===== src/rtl/dly_pkg.sv =====
package dly_pkg;

    // Phase accumulator width; the strobe is its carry out.
    localparam int ACC_W = 24;

    typedef logic [ACC_W-1:0] phase_t;

    // Sweep direction of the triangle oscillator.
    typedef enum logic {
        SWEEP_UP   = 1'b0,
        SWEEP_DOWN = 1'b1
    } sweep_dir_e;

    // Result of one accumulator step: carry plus wrapped phase.
    typedef struct packed {
        logic   carry;
        phase_t sum;
    } acc_sum_t;

    // State of the one-bit ring that tells which locations hold written data.
    typedef struct packed {
        logic any;
        logic out;
    } ring_flags_t;

    function automatic acc_sum_t acc_add(phase_t a, phase_t b);
        acc_sum_t r;
        r = {1'b0, a} + {1'b0, b};
        return r;
    endfunction

endpackage


===== src/rtl/tri_lfo.sv =====
module tri_lfo
    import dly_pkg::*;
#(
    parameter int LFO_W   = 16,
    parameter int RATE_W  = 8,
    parameter int LFO_DIV = 1024
) (
    input  logic                    clk,
    input  logic                    rst,
    input  logic [RATE_W-1:0]       rate,
    output logic signed [LFO_W-1:0] lfo_val
);

    localparam int LIM_I = (1 << (LFO_W - 1)) - 1;
    localparam logic signed [LFO_W:0] LIM_P = (LFO_W + 1)'(LIM_I);
    localparam logic signed [LFO_W:0] LIM_N = -LIM_P;

    logic                  step_en;
    sweep_dir_e            dir_q;
    logic signed [LFO_W:0] cur_x;
    logic signed [LFO_W:0] stp_x;
    logic signed [LFO_W:0] up_x;
    logic signed [LFO_W:0] dn_x;

    // Prescaler: the oscillator moves once every LFO_DIV clocks.
    generate
        if (LFO_DIV > 1) begin : g_div
            localparam int CNT_W = $clog2(LFO_DIV);
            localparam logic [CNT_W-1:0] CNT_LAST = CNT_W'(LFO_DIV - 1);
            logic [CNT_W-1:0] cnt_q;

            always_ff @(posedge clk) begin
                if (rst) begin
                    cnt_q <= '0;
                end else if (cnt_q == CNT_LAST) begin
                    cnt_q <= '0;
                end else begin
                    cnt_q <= cnt_q + 1'b1;
                end
            end

            assign step_en = (cnt_q == CNT_LAST);
        end else begin : g_nodiv
            assign step_en = 1'b1;
        end
    endgenerate

    always_comb begin
        cur_x = lfo_val;
        stp_x = signed'({{(LFO_W + 1 - RATE_W){1'b0}}, rate});
        up_x  = cur_x + stp_x;
        dn_x  = cur_x - stp_x;
    end

    always_ff @(posedge clk) begin
        if (rst) begin
            lfo_val <= '0;
            dir_q   <= SWEEP_UP;
        end else if (step_en) begin
            if (dir_q == SWEEP_UP) begin
                if (up_x >= LIM_P) begin
                    lfo_val <= LIM_P[LFO_W-1:0];
                    dir_q   <= SWEEP_DOWN;
                end else begin
                    lfo_val <= up_x[LFO_W-1:0];
                end
            end else begin
                if (dn_x <= LIM_N) begin
                    lfo_val <= LIM_N[LFO_W-1:0];
                    dir_q   <= SWEEP_UP;
                end else begin
                    lfo_val <= dn_x[LFO_W-1:0];
                end
            end
        end
    end

endmodule


===== src/rtl/phase_acc.sv =====
module phase_acc
    import dly_pkg::*;
#(
    parameter int LFO_W   = 16,
    parameter int DEPTH_W = 8
) (
    input  logic                    clk,
    input  logic                    rst,
    input  phase_t                  base,
    input  logic signed [LFO_W-1:0] lfo_val,
    input  logic [DEPTH_W-1:0]      depth,
    output phase_t                  inc,
    output logic                    tick
);

    localparam int PROD_W = LFO_W + DEPTH_W + 1;
    localparam int RAW_W  = ((PROD_W > ACC_W) ? PROD_W : ACC_W) + 2;
    localparam logic signed [RAW_W-1:0] ONE_X = RAW_W'(1);
    localparam logic signed [RAW_W-1:0] MAX_X =
        signed'({{(RAW_W - ACC_W){1'b0}}, {ACC_W{1'b1}}});

    logic signed [PROD_W-1:0] prod;
    logic signed [RAW_W-1:0]  prod_x;
    logic signed [RAW_W-1:0]  base_x;
    logic signed [RAW_W-1:0]  raw;
    phase_t                   acc_q;
    acc_sum_t                 nxt;

    always_comb begin
        prod   = lfo_val * signed'({1'b0, depth});
        prod_x = prod;
        base_x = signed'({{(RAW_W - ACC_W){1'b0}}, base});
        raw    = base_x + prod_x;
        if (raw < ONE_X) begin
            inc = phase_t'(1);
        end else if (raw > MAX_X) begin
            inc = '1;
        end else begin
            inc = raw[ACC_W-1:0];
        end
        nxt = acc_add(acc_q, inc);
    end

    always_ff @(posedge clk) begin
        if (rst) begin
            acc_q <= '0;
            tick  <= 1'b0;
        end else begin
            acc_q <= nxt.sum;
            tick  <= nxt.carry;
        end
    end

endmodule


===== src/rtl/bit_ring.sv =====
module bit_ring
    import dly_pkg::*;
#(
    parameter int ADDR_W = 10
) (
    input  logic              clk,
    input  logic              rst,
    input  logic              tick,
    input  logic              bit_in,
    input  logic [ADDR_W-1:0] len_cfg,
    output logic              bit_out,
    output logic [ADDR_W-1:0] addr,
    output logic [ADDR_W-1:0] len_act,
    output logic              rd_valid
);

    localparam int DEPTH = 1 << ADDR_W;

    logic              mem [DEPTH];
    logic [ADDR_W-1:0] hi_q;
    ring_flags_t       flg_q;
    logic              wrap;

    assign rd_valid = flg_q.any && (addr <= hi_q);
    assign wrap     = (addr == len_act);
    assign bit_out  = flg_q.out;

    // Storage: written on each strobe, no reset.
    always_ff @(posedge clk) begin
        if (tick) begin
            mem[addr] <= bit_in;
        end
    end

    always_ff @(posedge clk) begin
        if (rst) begin
            addr    <= '0;
            len_act <= len_cfg;
            hi_q    <= '0;
            flg_q   <= '{any: 1'b0, out: 1'b0};
        end else if (tick) begin
            flg_q.out <= rd_valid ? mem[addr] : ~flg_q.out;
            flg_q.any <= 1'b1;
            if (!flg_q.any || (addr > hi_q)) begin
                hi_q <= addr;
            end
            if (wrap) begin
                addr    <= '0;
                len_act <= len_cfg;
            end else begin
                addr <= addr + 1'b1;
            end
        end
    end

endmodule


===== src/rtl/lfo_delay_line.sv =====
module lfo_delay_line
    import dly_pkg::*;
#(
    parameter int ADDR_W  = 10,
    parameter int LFO_W   = 16,
    parameter int RATE_W  = 8,
    parameter int DEPTH_W = 8,
    parameter int LFO_DIV = 1024
) (
    input  logic               clk,
    input  logic               rst,
    input  logic               bit_in,
    input  logic [ADDR_W-1:0]  len_cfg,
    input  logic [ACC_W-1:0]   base_inc,
    input  logic [DEPTH_W-1:0] lfo_depth,
    input  logic [RATE_W-1:0]  lfo_rate,
    output logic               bit_out,
    output logic               sample_tick
);

    logic signed [LFO_W-1:0] lfo_w;
    phase_t                  inc_w;
    logic [ADDR_W-1:0]       addr_w;
    logic [ADDR_W-1:0]       len_w;
    logic                    valid_w;

    tri_lfo #(
        .LFO_W  (LFO_W),
        .RATE_W (RATE_W),
        .LFO_DIV(LFO_DIV)
    ) u_lfo (
        .clk    (clk),
        .rst    (rst),
        .rate   (lfo_rate),
        .lfo_val(lfo_w)
    );

    phase_acc #(
        .LFO_W  (LFO_W),
        .DEPTH_W(DEPTH_W)
    ) u_acc (
        .clk    (clk),
        .rst    (rst),
        .base   (base_inc),
        .lfo_val(lfo_w),
        .depth  (lfo_depth),
        .inc    (inc_w),
        .tick   (sample_tick)
    );

    bit_ring #(
        .ADDR_W(ADDR_W)
    ) u_ring (
        .clk     (clk),
        .rst     (rst),
        .tick    (sample_tick),
        .bit_in  (bit_in),
        .len_cfg (len_cfg),
        .bit_out (bit_out),
        .addr    (addr_w),
        .len_act (len_w),
        .rd_valid(valid_w)
    );

endmodule


===== config.mk =====
export PLATFORM = sky130hd
export DESIGN_NAME = lfo_delay_line
export DESIGN_NICKNAME = d
export VERILOG_FILES = /design/src/rtl/dly_pkg.sv /design/src/rtl/tri_lfo.sv /design/src/rtl/phase_acc.sv /design/src/rtl/bit_ring.sv /design/src/rtl/lfo_delay_line.sv
export SDC_FILE = /design/constraint.sdc
export NUM_CORES = 2
export LEC_CHECK = 0
export BUFFER_PORTS_ARGS = -buffer_cell sky130_fd_sc_hd__buf_2
export CAP_MARGIN = 10
export CELL_PAD_IN_SITES_DETAIL_PLACEMENT = 2
export CELL_PAD_IN_SITES_GLOBAL_PLACEMENT = 2
export CORE_MARGIN = 2
export CORE_UTILIZATION = 41
export CTS_CLUSTER_DIAMETER = 120
export CTS_CLUSTER_SIZE = 12
export DETAILED_ROUTE_END_ITERATION = 12
export GPL_ROUTABILITY_DRIVEN = 0
export PLACE_DENSITY_LB_ADDON = 0.05
export SYNTH_ARGS = -nofsm -noshare
export SYNTH_HDL_FRONTEND = slang
export SYNTH_SLANG_ARGS = --single-unit

===== constraint.sdc =====
create_clock -name clk -period 7.6 [get_ports clk]
set_clock_uncertainty 0.1 [all_clocks]
set_input_delay 0.76 -clock clk [delete_from_list [all_inputs] [get_ports clk]]
set_output_delay 0.76 -clock clk [all_outputs]
set_load 0.005 [all_outputs]

==> reports/results.txt <==
Hpwl dp -> 111.0 mm
Residual DRC -> 0
Routed wire per std cell -> 28.60 um
Min Clock Period, post-route -> 7.672 ns
Worst Path Arrival -> 8.19 ns
GRT Total Usage -> 26.03%
Grt total ovfl -> 0
Post-Syn Area per Cell -> 12.59 um^2
Syn Nets -> 4,765
Antenna diode instance count -> 0
Delay of the slowest critical-path stage -> 0.53 ns
Pwr Density -> 214.9 nW/um^2
Ys Warns -> 0
Largest net degree at the start of global routing -> 269
Crit path capture type -> flip-flop
Top delay family on crit path -> adder cells
Vias -> 36,800
Most frequent cells in the layout -> 1,162 x nor2_1, 1,034 x edfxtp_1, 287 x buf_4
Worst reg2reg path endpoint -> u_acc.acc_q[23]$_SDFF_PP0_
DRT iter0 DRCs -> 2,854
Highest Signal Layer -> met4
Met3 WL -> 6.416 mm
Commonest non-fill, non-tap cell in the layout -> nor2_1
Max VDD drop -> 200.1 uV
Crit-path slowest cell -> fa_1
Reg2Reg Depth -> 33
Min-Delay Endpoint -> u_ring.len_act[7]$_DFFE_PP_
CP Depth -> 33
Fin. max-slew vios -> 0
Via-to-Cell Ratio -> 5.753
Status -> finished with violations
Failing checks -> negative setup slack
Core ar. -> 135,800 um^2
Hold buffers post-CTS -> 0
Met2 wire len -> 96.01 mm
Worst R2R Start -> u_lfo.lfo_val[5]$_SDFFE_PP0P_
Layout area overhead -> 12.03%
Cell mode on critical path -> fa_1
WL met1 -> 75.85 mm
CTS tree -> done
Min-delay worst type -> primary input to flip-flop
Required @ worst endpoint -> 8.12 ns
Vias in the first global route -> 40,150
Starting density of the core -> 41.43%
Nature of the critical path startpoint -> flip-flop
Max Freq -> 130.4 MHz
Slew Limit Headroom -> 20.42%
Num ports -> 55
WHS Path Cells -> 1
Final TNS setup -> -0.07843 ns
Routed WL -> 182.9 mm
Post-synthesis cell count -> 4,471
RSZ-0062 raised after global routing -> true
CTS Sinks -> 1,118
Die width -> 374.5 um
H-tree depth -> 3
LEAKAGE -> 20.82 nW
Crit path buf inv count -> 8
Clock Path Buffers -> 3
Rows -> 135
Crit share post-route -> 100.9%
Clock root cell -> clkbuf_16
Initial antenna violation count -> 6
Sequential area share after synthesis -> 58.17%
Port bufs -> 54
Share of cells above drive strength 1 -> 18.44%
Worst-margin pin slew -> 1.189 ns
Endpoints failing setup -> 2
Post-synth cell types -> 86
R2r setup slk -> -0.07 ns
TritonCTS Buffers -> 103
Syn Std Cell Area -> 56,270 um^2
Max-cap violations -> 0
Yosys reg bits -> 1,118
Nets -> 4,867
Most common flop cell mapped by yosys -> edfxtp_1
Critical path fanouts, max -> 8
Die extent in y -> 374.5 um
Worst-path clk slew -> 0.07 ns
Worst hold start -> len_cfg[7]
Skew-Pair Late Insertion Delay -> 0.73 ns
Async set-reset flop share out of synthesis -> 0%
Drt pass-1 iters -> 6
Min setup slack post-route -> -0.07168 ns
Die ar. -> 140,200 um^2
Final Hold Fails -> 0
Post-route ant nets -> 0
First-pass GRT wire length -> 270.0 mm
Crit Path Category -> flip-flop to flip-flop
Worst slack at placement -> -0.9083 ns
Number of enable flip-flop cells after synthesis -> 1,034
worst reg2reg max path: cells and delay by family, from the launching register on:
family          cells  cell delay (ns)
compound gates     13             2.40
xor+xnor            1             0.17
fa+ha+maj           7             3.05
buf+inv             8             0.67
flops               1             0.41
mux                 1             0.28
simple gates        3             0.49
kinds of logic after synthesis:
kind of cell | after synthesis | share of synthesized area, %
and+or+nand+nor | 1707 | 12.81
AOI/OAI and AO/OA | 436 | 5.219
xor gates and xnor gates | 83 | 1.292
DFF | 1118 | 58.17
adders and majority gates | 241 | 7.053
buffers and inverters | 569 | 4.403
muxes | 317 | 11.05
timing repair:
action | CTS | global route
gates resized for setup | 61 | 47
endpoints found under the setup margin | 12 | 16
setup buffers | 15 | 9
hold endpoints to repair | 0 | 0
cloned | 0 | 0
pin swaps | 46 | 49
cell type report:
cell class,count,area [um^2]
Multi-Input combinational cell,2784,21700
Clock buffer,140,2759
Fill cell,13300,72770
Sequential cell,1118,32790
Inverter,213,799.5
Timing Repair Buffer,353,2659
Tap cell,1781,2228
Clock inverter,7,101.3
per-layer routing:
layer  vias to the layer above  track usage, %
met5                         -               0
met4                         0           6.984
met3                       238           2.326
met2                       773           47.26
met1                     19710           33.22
li1                      16080               -
cell usage after synthesis (all sizes together), types with 24 or more instances:
cell type,instances,area share (%)
mux2i,74,1.3
clkbuf,244,1.6
xnor2,40,0.62
nand2b,24,0.27
inv,212,1.4
fa,127,4.5
nor2b,36,0.40
buf,112,1.3
edfxtp,1034,55
a31oi,37,0.41
nor3,39,0.36
mux4,236,9.6
nand3,43,0.38
a22oi,45,0.60
nand2,210,1.4
a21oi,103,0.93
a211oi,33,0.46
dfxtp,84,3.0
nand4,27,0.30
ha,114,2.5
nor2,1166,7.8
o21ai,68,0.61
xor2,43,0.67
and2,77,0.86
flip-flops by register name, summed over array words and instances (netlist names), named ones only:
| signal | count |
|---|---|
| u_ring.mem | 1024 |
| u_ring.flg_q | 1 |
| u_ring.addr | 10 |
| u_lfo.g_div.cnt_q | 10 |
| u_lfo.lfo_val | 16 |
| u_ring.bit_out | 1 |
| u_lfo.dir_q | 1 |
| u_ring.hi_q | 10 |
| u_ring.len_act | 10 |
| u_acc.tick | 1 |
| u_acc.acc_q | 24 |
report_power, final:
group	switching [mW]	internal, mW	total, mW
clock network	2.34	2.51	4.84
registers	0.0697	6.78	6.85
logic	0.978	0.878	1.86
per-stage QoR:
step	util [%]	cell area, um^2	power (mW)	hold slack [ns]	std cells
CTS	46.15	62680	13.64	0.05307	6384
detailed placement	43.79	59470	8.802	0.3723	6222
global placement	43.79	59470	8.771	0.3493	6222
finish	46.42	63040	13.55	0.1107	6396
global route	46.42	63040	14.01	0.09236	6396
floorplan	-	56430	8.223	0.3297	4471
worst max path at each step:
stage / start / end / slack, ns
after floorplan: lfo_depth[0] / u_acc.acc_q[23]$_SDFF_PP0_ / 0.006
after global placement: lfo_depth[0] / u_acc.acc_q[23]$_SDFF_PP0_ / -0.80
after detailed placement: lfo_depth[3] / u_acc.tick$_SDFF_PP0_ / -0.91
after CTS: u_lfo.lfo_val[9]$_SDFFE_PP0P_ / u_acc.acc_q[23]$_SDFF_PP0_ / -0.05
after global routing: u_lfo.lfo_val[6]$_SDFFE_PP0P_ / u_acc.acc_q[23]$_SDFF_PP0_ / -0.31
final: u_lfo.lfo_val[5]$_SDFFE_PP0P_ / u_acc.acc_q[23]$_SDFF_PP0_ / -0.07
(Power assumes the default switching activity.)
